==> src/rtl/rot_pkg.sv <==
package rot_pkg;

    typedef enum logic [1:0] {
        SCH_IDLE   = 2'd0,
        SCH_WAIT   = 2'd1,
        SCH_STREAM = 2'd2
    } sch_state_t;

endpackage

==> src/rtl/rot_iw_prescaler.sv <==
// Inter-word time register and cycle prescaler: one tick per word time.
module rot_iw_prescaler #(
    parameter int TIME_W = 24
) (
    input  logic              clk,
    input  logic              rst_n,
    input  logic              iw_wr,
    input  logic [TIME_W-1:0] iw_time,
    output logic              tick
);

    logic [TIME_W-1:0] time_q;
    logic [TIME_W-1:0] cnt_q;
    logic              accept;

    // A zero time would stall rotation, so such a write is dropped.
    assign accept = iw_wr && (iw_time != '0);
    assign tick   = (cnt_q >= time_q - TIME_W'(1));

    always_ff @(posedge clk) begin
        if (!rst_n) begin
            time_q <= TIME_W'(1);
            cnt_q  <= '0;
        end else if (accept) begin
            time_q <= iw_time;
            cnt_q  <= '0;
        end else if (tick) begin
            cnt_q  <= '0;
        end else begin
            cnt_q  <= cnt_q + TIME_W'(1);
        end
    end

    p_time_nonzero_r3: assert property (@(posedge clk) disable iff (!rst_n)
        time_q != '0);

    p_zero_ignored_r3: assert property (@(posedge clk) disable iff (!rst_n)
        (iw_wr && iw_time == '0) |=> (time_q == $past(time_q)));

    p_tick_gap_r2: assert property (@(posedge clk) disable iff (!rst_n)
        (tick && !accept && time_q > TIME_W'(1)) |=> !tick);

endmodule

==> src/rtl/rot_position.sv <==
// Angular position counter, index window and address compare.
module rot_position #(
    parameter int WORDS   = 2048,
    parameter int IDX_WIN = 6,
    parameter int POS_W   = $clog2(WORDS)
) (
    input  logic             clk,
    input  logic             rst_n,
    input  logic             tick,
    input  logic [POS_W-1:0] cmp_low,
    output logic [POS_W-1:0] pos,
    output logic [POS_W-1:0] pos_nxt,
    output logic             index_flag,
    output logic             addr_match
);

    localparam logic [POS_W-1:0] LAST_POS = POS_W'(WORDS - 1);
    localparam logic [POS_W-1:0] IDX_END  = POS_W'(IDX_WIN);

    logic [POS_W-1:0] pos_q;

    always_comb begin
        if (!tick) begin
            pos_nxt = pos_q;
        end else if (pos_q == LAST_POS) begin
            pos_nxt = '0;
        end else begin
            pos_nxt = pos_q + POS_W'(1);
        end
    end

    always_ff @(posedge clk) begin
        if (!rst_n) begin
            pos_q <= '0;
        end else begin
            pos_q <= pos_nxt;
        end
    end

    assign pos        = pos_q;
    assign index_flag = (pos_q < IDX_END);
    assign addr_match = (cmp_low == pos_q);

    p_wrap_r2: assert property (@(posedge clk) disable iff (!rst_n)
        (tick && pos_q == LAST_POS) |=> (pos_q == '0));

    p_hold_r2: assert property (@(posedge clk) disable iff (!rst_n)
        !tick |=> $stable(pos_q));

    p_index_zero_r4: assert property (@(posedge clk) disable iff (!rst_n)
        (tick && pos_q == LAST_POS) |=> index_flag);

endmodule

==> src/rtl/rot_scheduler.sv <==
// Start-delay countdown and per-word strobe state machine.
module rot_scheduler
    import rot_pkg::*;
#(
    parameter int WORDS = 2048,
    parameter int POS_W = $clog2(WORDS)
) (
    input  logic             clk,
    input  logic             rst_n,
    input  logic             tick,
    input  logic [POS_W-1:0] pos,
    input  logic [POS_W-1:0] pos_nxt,
    input  logic             req_start,
    input  logic [POS_W-1:0] req_tgt,
    input  logic             xfer_done,
    input  logic             burst_mode,
    output logic             word_strobe,
    output logic             busy
);

    localparam logic [POS_W:0] TRACK_LEN = (POS_W + 1)'(WORDS);

    sch_state_t       state_q, state_d;
    logic [POS_W-1:0] remain_q;
    logic [POS_W-1:0] target_q;
    logic             adv_q;
    logic [POS_W:0]   diff_w;
    logic [POS_W-1:0] delay_w;
    logic             at_target;

    // Forward distance measured from the position valid after this edge,
    // so a word advance in the request cycle is already accounted for.
    always_comb begin
        diff_w  = {1'b0, req_tgt} - {1'b0, pos_nxt};
        delay_w = diff_w[POS_W] ? POS_W'(diff_w + TRACK_LEN) : diff_w[POS_W-1:0];
    end

    assign at_target = (remain_q == '0);

    // State register
    always_ff @(posedge clk) begin
        if (!rst_n) begin
            state_q <= SCH_IDLE;
        end else begin
            state_q <= state_d;
        end
    end

    // Next state
    always_comb begin
        state_d = state_q;
        unique case (state_q)
            SCH_IDLE: begin
                if (req_start) state_d = SCH_WAIT;
            end
            SCH_WAIT: begin
                if (at_target) state_d = burst_mode ? SCH_IDLE : SCH_STREAM;
            end
            SCH_STREAM: begin
                if (xfer_done || burst_mode) state_d = SCH_IDLE;
            end
            default: state_d = SCH_IDLE;
        endcase
    end

    // Outputs
    always_comb begin
        word_strobe = 1'b0;
        busy        = 1'b0;
        unique case (state_q)
            SCH_IDLE: begin
                word_strobe = 1'b0;
                busy        = 1'b0;
            end
            SCH_WAIT: begin
                word_strobe = at_target;
                busy        = 1'b1;
            end
            SCH_STREAM: begin
                word_strobe = adv_q && !xfer_done && !burst_mode;
                busy        = 1'b1;
            end
            default: begin
                word_strobe = 1'b0;
                busy        = 1'b0;
            end
        endcase
    end

    // Countdown, target capture and advance marker
    always_ff @(posedge clk) begin
        if (!rst_n) begin
            remain_q <= '0;
            target_q <= '0;
            adv_q    <= 1'b0;
        end else begin
            adv_q <= tick;
            if (state_q == SCH_IDLE && req_start) begin
                remain_q <= delay_w;
                target_q <= req_tgt;
            end else if (state_q == SCH_WAIT && tick && !at_target) begin
                remain_q <= remain_q - POS_W'(1);
            end
        end
    end

    p_align_r6: assert property (@(posedge clk) disable iff (!rst_n)
        (state_q == SCH_WAIT && at_target) |-> (pos == target_q));

    p_stream_adv_r7: assert property (@(posedge clk) disable iff (!rst_n)
        (state_q == SCH_STREAM && word_strobe) |-> (pos != $past(pos)));

    p_done_idle_r8: assert property (@(posedge clk) disable iff (!rst_n)
        (state_q == SCH_STREAM && xfer_done) |=> (state_q == SCH_IDLE));

    p_burst_single_r9: assert property (@(posedge clk) disable iff (!rst_n)
        (word_strobe && burst_mode) |=> (state_q == SCH_IDLE));

    p_busy_hold_r10: assert property (@(posedge clk) disable iff (!rst_n)
        (state_q != SCH_IDLE) |=> $stable(target_q));

endmodule

==> src/rtl/rot_tracker.sv <==
// Top: rotational position tracker with transfer start scheduling.
module rot_tracker #(
    parameter int WORDS   = 2048,
    parameter int IDX_WIN = 6,
    parameter int TIME_W  = 24,
    parameter int ADDR_W  = 12,
    localparam int POS_W  = $clog2(WORDS)
) (
    input  logic              clk,
    input  logic              rst_n,
    input  logic              iw_wr,
    input  logic [TIME_W-1:0] iw_time,
    input  logic [ADDR_W-1:0] cmp_addr,
    input  logic              req_start,
    input  logic [ADDR_W-1:0] req_addr,
    input  logic              xfer_done,
    input  logic              burst_mode,
    output logic [POS_W-1:0]  position,
    output logic              word_tick,
    output logic              index_flag,
    output logic              addr_match,
    output logic              word_strobe,
    output logic              busy
);

    logic             tick;
    logic [POS_W-1:0] pos_nxt;
    logic             unused_hi;

    // Bits above the track word index select track and disk; not used here.
    assign unused_hi = ^{cmp_addr[ADDR_W-1:POS_W], req_addr[ADDR_W-1:POS_W]};

    rot_iw_prescaler #(
        .TIME_W (TIME_W)
    ) u_presc (
        .clk     (clk),
        .rst_n   (rst_n),
        .iw_wr   (iw_wr),
        .iw_time (iw_time),
        .tick    (tick)
    );

    rot_position #(
        .WORDS   (WORDS),
        .IDX_WIN (IDX_WIN),
        .POS_W   (POS_W)
    ) u_pos (
        .clk        (clk),
        .rst_n      (rst_n),
        .tick       (tick),
        .cmp_low    (cmp_addr[POS_W-1:0]),
        .pos        (position),
        .pos_nxt    (pos_nxt),
        .index_flag (index_flag),
        .addr_match (addr_match)
    );

    rot_scheduler #(
        .WORDS (WORDS),
        .POS_W (POS_W)
    ) u_sched (
        .clk         (clk),
        .rst_n       (rst_n),
        .tick        (tick),
        .pos         (position),
        .pos_nxt     (pos_nxt),
        .req_start   (req_start),
        .req_tgt     (req_addr[POS_W-1:0]),
        .xfer_done   (xfer_done),
        .burst_mode  (burst_mode),
        .word_strobe (word_strobe),
        .busy        (busy)
    );

    assign word_tick = tick;

    p_strobe_busy_r7: assert property (@(posedge clk) disable iff (!rst_n)
        word_strobe |-> busy);

endmodule

==> config.mk <==
export PLATFORM = sky130hd
export DESIGN_NAME = rot_tracker
export DESIGN_NICKNAME = d
export VERILOG_FILES = /design/src/rtl/rot_pkg.sv /design/src/rtl/rot_iw_prescaler.sv /design/src/rtl/rot_position.sv /design/src/rtl/rot_scheduler.sv /design/src/rtl/rot_tracker.sv
export SDC_FILE = /design/constraint.sdc
export NUM_CORES = 1
export LEC_CHECK = 0
export BUFFER_PORTS_ARGS = -buffer_cell sky130_fd_sc_hd__buf_4
export CAP_MARGIN = 20
export CELL_PAD_IN_SITES_DETAIL_PLACEMENT = 0
export CELL_PAD_IN_SITES_GLOBAL_PLACEMENT = 1
export CORE_MARGIN = 2
export CORE_UTILIZATION = 43
export DETAILED_ROUTE_END_ITERATION = 8
export PLACE_DENSITY = 0.9
export SLEW_MARGIN = 10
export SYNTH_ARGS = -nofsm -noshare
export SYNTH_HDL_FRONTEND = slang
export SYNTH_SLANG_ARGS = --single-unit
==> constraint.sdc <==
create_clock -name clk -period 7.05 [get_ports clk]
set_clock_uncertainty 0.05 [all_clocks]
set_input_delay 0.3525 -clock clk [delete_from_list [all_inputs] [get_ports clk]]
set_output_delay 0.3525 -clock clk [all_outputs]
set_load 0.02 [all_outputs]
==> out/results.ini <==
[route]
num_vias=4355
finalWirelength_mm=12.08
ant_nets=0
viasPerCell=5.499
drt_iter0_drc=131
first_pass_iters=4
wl_per_cell_um=15.26
drc=0

[synth]
synthFlopType=dfxtp_1
netlist_area_sq_um=4851
netlist_instances=581
ys_seq_area_share_pct=30.13
ys_seq_elements=73
synth_async_sr_flop_share_pct=0
synth_fp_nets=677
syn_avg_cell_area_sq_um=8.349
synth_edf_count=0
yosysUniqueCellTypes=60
ys_warn_count=0

[worst_setup_path]
critPathMostFrequentCell=nor4_1
crit_slowest_cell=or4_4
endpoint_kind=flip-flop
path_delay_family=simple AND/OR/NAND/NOR gates
arrival_ns=6.60
required_ns=7.23
cp_slowest_stage_delay_ns=0.57
cp_num_buf_inv=1
path_cells=or4_4 > nor4_1 > nor3b_2 > nand2_1 > nor4_1 > xnor2_1 > ha_1 > a21oi_1 > nand2_1 > a221oi_1 > nand2_2 > nor2_4 > xor2_1 > nor2_1 > ha_1 > inv_1 > fa_1 > a21oi_1 > o2111ai_1 > a2111oi_0 > or3b_2 > nand3_1 > nor4_1 > and4b_1
cp-start-kind=flip-flop
crit_fanout=10
path_class=flip-flop to flip-flop

[grt]
track_usage_pct=20.77
antenna_found_initial=0
grt_pass1_vias=4149
grt_max_degree=48
grt_overflow_total=0
grt_pass1_wl_mm=19.74

[power_and_ir_drop]
power.leakage_nw=2.311
p_comb_share_pct=16.6
switchingPower_w=0.0002847
power_density_nw_per_um2=182.9
p_clk_share_pct=40.8
swShare_pct=26.99
p_seq_share_pct=42.7
total_power_w=0.001055
internal_power_w=0.0007701
peakVddDrop_mv=0.1063

[sta]
setup_viol=0
tns_ns=0
grt_setup_unrepaired=no
clock.fmax_mhz=155.7
hold_viol=0
fin_crit_sh_pct=91.10
period_minus_slack_ns=6.422
worst_pin_slew_ns=0.5993
maxSlewHeadroom_pct=60.05
slew_viol_final=0

[place]
dp_hpwl_mm=9.312
placement.io_buffers=67
gp_congestion=0.8972

[layout]
layout.nets=743
area_growth_pct=18.88
drive_gt1_share_pct=15.49
antenna_cells=0

[die]
fp-row-count=38
start_util_pct=44.36
io_pins=70
dieArea_sq_um=12150
die_w_um=110.2
die_y_um=110.2
core_sq_um=10940

[clocking]
cts.clk_slew.worst_paths_ns=0.06
clkLatencyLatePin_ns=0.34
cts_made_buffers=9
cts-root-buf=clkbuf_16
clock-sinks=73
cts_htree_levels=3
cts_setup_buffers=0
cts_resized=0
cts_buffer_depth=2
ctsHoldBuffers=0
tritoncts=done

[worst_hold_path]
hp-class=primary input to flip-flop

[flow_run]
drv_cap=0

[status]
status=complete, no violations

power by group through the flow:
stage / combinational, W / sequential [W] / clock (W)
floorplan: 0.000121 / 0.000453 / 0
finish: 0.000175 / 0.000450 / 0.000430
global route: 0.000196 / 0.000453 / 0.000450
detailed placement: 0.000174 / 0.000459 / 0
CTS: 0.000175 / 0.000450 / 0.000433
global placement: 0.000168 / 0.000457 / 0
layout make-up:
| type | instances | area (sq um) |
|---|---|---|
| clock buffers | 13 | 260.3 |
| clock inverters | 3 | 15.01 |
| well taps | 140 | 175.2 |
| flip-flops and latches | 73 | 1461 |
| multi-input cells | 475 | 3269 |
| inverters | 20 | 75.07 |
| fillers | 1069 | 5169 |
| repair buffers | 68 | 510.5 |
cell usage after synthesis, types with 2 or more instances:
| master | n | area, sq um |
|---|---|---|
| o21ba_2 | 2 | 20.02 |
| buf_2 | 3 | 15.01 |
| inv_1 | 20 | 75.07 |
| o211ai_1 | 3 | 22.52 |
| ha_1 | 41 | 513.0 |
| xnor2_1 | 42 | 367.9 |
| a31oi_1 | 8 | 50.05 |
| nand2b_1 | 2 | 12.51 |
| nand4_1 | 10 | 62.56 |
| a21boi_0 | 6 | 45.04 |
| o31ai_1 | 4 | 30.03 |
| dfxtp_1 | 73 | 1461 |
| nor4_2 | 2 | 25.02 |
| xor2_1 | 30 | 262.8 |
| mux2i_1 | 18 | 180.2 |
| nand3_1 | 19 | 95.09 |
| o21ai_0 | 28 | 140.1 |
| clkbuf_1 | 10 | 37.54 |
| and3_1 | 9 | 56.30 |
| o2111ai_1 | 4 | 35.03 |
| or3_1 | 9 | 56.30 |
| a21o_1 | 3 | 22.52 |
| or4_4 | 2 | 22.52 |
| o31a_1 | 4 | 35.03 |
| nor2b_1 | 27 | 168.9 |
| a21oi_1 | 19 | 95.09 |
| and2_1 | 7 | 43.79 |
| nor3_1 | 11 | 55.05 |
| or4_1 | 3 | 22.52 |
| o2111a_1 | 2 | 22.52 |
| or2_2 | 2 | 12.51 |
| nor4_1 | 16 | 100.1 |
| nor2_1 | 56 | 210.2 |
| nand2_1 | 59 | 221.5 |
| o21bai_1 | 2 | 15.01 |
per-layer routing:
metal	part of all wire [%]	vias up	track usage, %
li1	-	2196	-
met1	44	2058	25.27
met2	51	82	37.29
met3	3.6	19	3.292
met4	1.6	0	6.696
met5	0	-	0
path summary, 6_finish.rpt:
path | start | to | slack (ns) | cells past startpoint
worst max register to register | u_presc.time_q[8] | u_sched.remain_q[10] | 0.63 | 24
worst min register to register | u_presc.cnt_q[0] | u_presc.cnt_q[0] | 0.43 | 1
worst min-delay path | iw_time[1] | u_presc.time_q[1] | 0.24 | 3
worst max-delay path | u_presc.time_q[8] | u_sched.remain_q[10] | 0.63 | 24
registers in the layout (all words and copies together) (netlist names):
signal and count:
u_sched.adv_q 1, u_pos.pos 11, u_sched.state_q 2, u_presc.time_q 24, u_presc.cnt_q 24, u_sched.remain_q 11
logic make-up after synthesis:
kind of cell	after synthesis	synth area share [%]
buf+inv	33	2.631
mux	19	3.946
fa+ha+maj	42	10.99
flops	73	30.13
compound gates	97	13.28
xor+xnor	72	13.00
simple gates	245	26.03
worst register-to-register path: cells and delay by family (launching register included):
kind | cells | cell delay, ns
xor+xnor | 2 | 0.30
simple gates | 13 | 3.11
buf+inv | 1 | 0.05
flops | 1 | 0.34
fa+ha+maj | 3 | 0.85
compound gates | 5 | 1.61
metrics by stage:
step / cell area (sq um) / instances / util [%] / setup slack (ns) / hold slack [ns]
final: 5767 / 792 / 52.73 / 0.6277 / 0.2367
after global placement: 5484 / 776 / 50.15 / 0.7018 / 0.4113
after global routing: 5767 / 792 / 52.73 / 0.05771 / 0.2513
after detailed placement: 5484 / 776 / 50.15 / 0.5744 / 0.4165
after floorplan: 4851 / 581 / - / 1.533 / 0.3875
after CTS: 5759 / 792 / 52.67 / 0.4953 / 0.2312
layout by cell type, fill, tap and decap left out, types with 3 or more instances in the layout:
master	synthesis	layout
and3_1	9	9
xor2_1	30	30
xnor2_1	42	42
buf_4	0	68
o2111ai_1	4	4
o31a_1	4	4
ha_1	41	41
nor2b_1	27	27
o211ai_1	3	3
a21boi_0	6	6
nor3_1	11	11
o31ai_1	4	4
nor2_1	56	56
or4_1	3	3
inv_1	20	20
a21o_1	3	3
clkinv_2	0	3
a31oi_1	8	8
a21oi_1	19	19
o21ai_0	28	28
dfxtp_1	73	73
mux2i_1	18	18
clkbuf_16	0	9
nor4_1	16	16
nand2_1	59	58
and2_1	7	7
nand3_1	19	19
or3_1	9	9
nand4_1	10	10
Power figures use the tool's default switching activity.
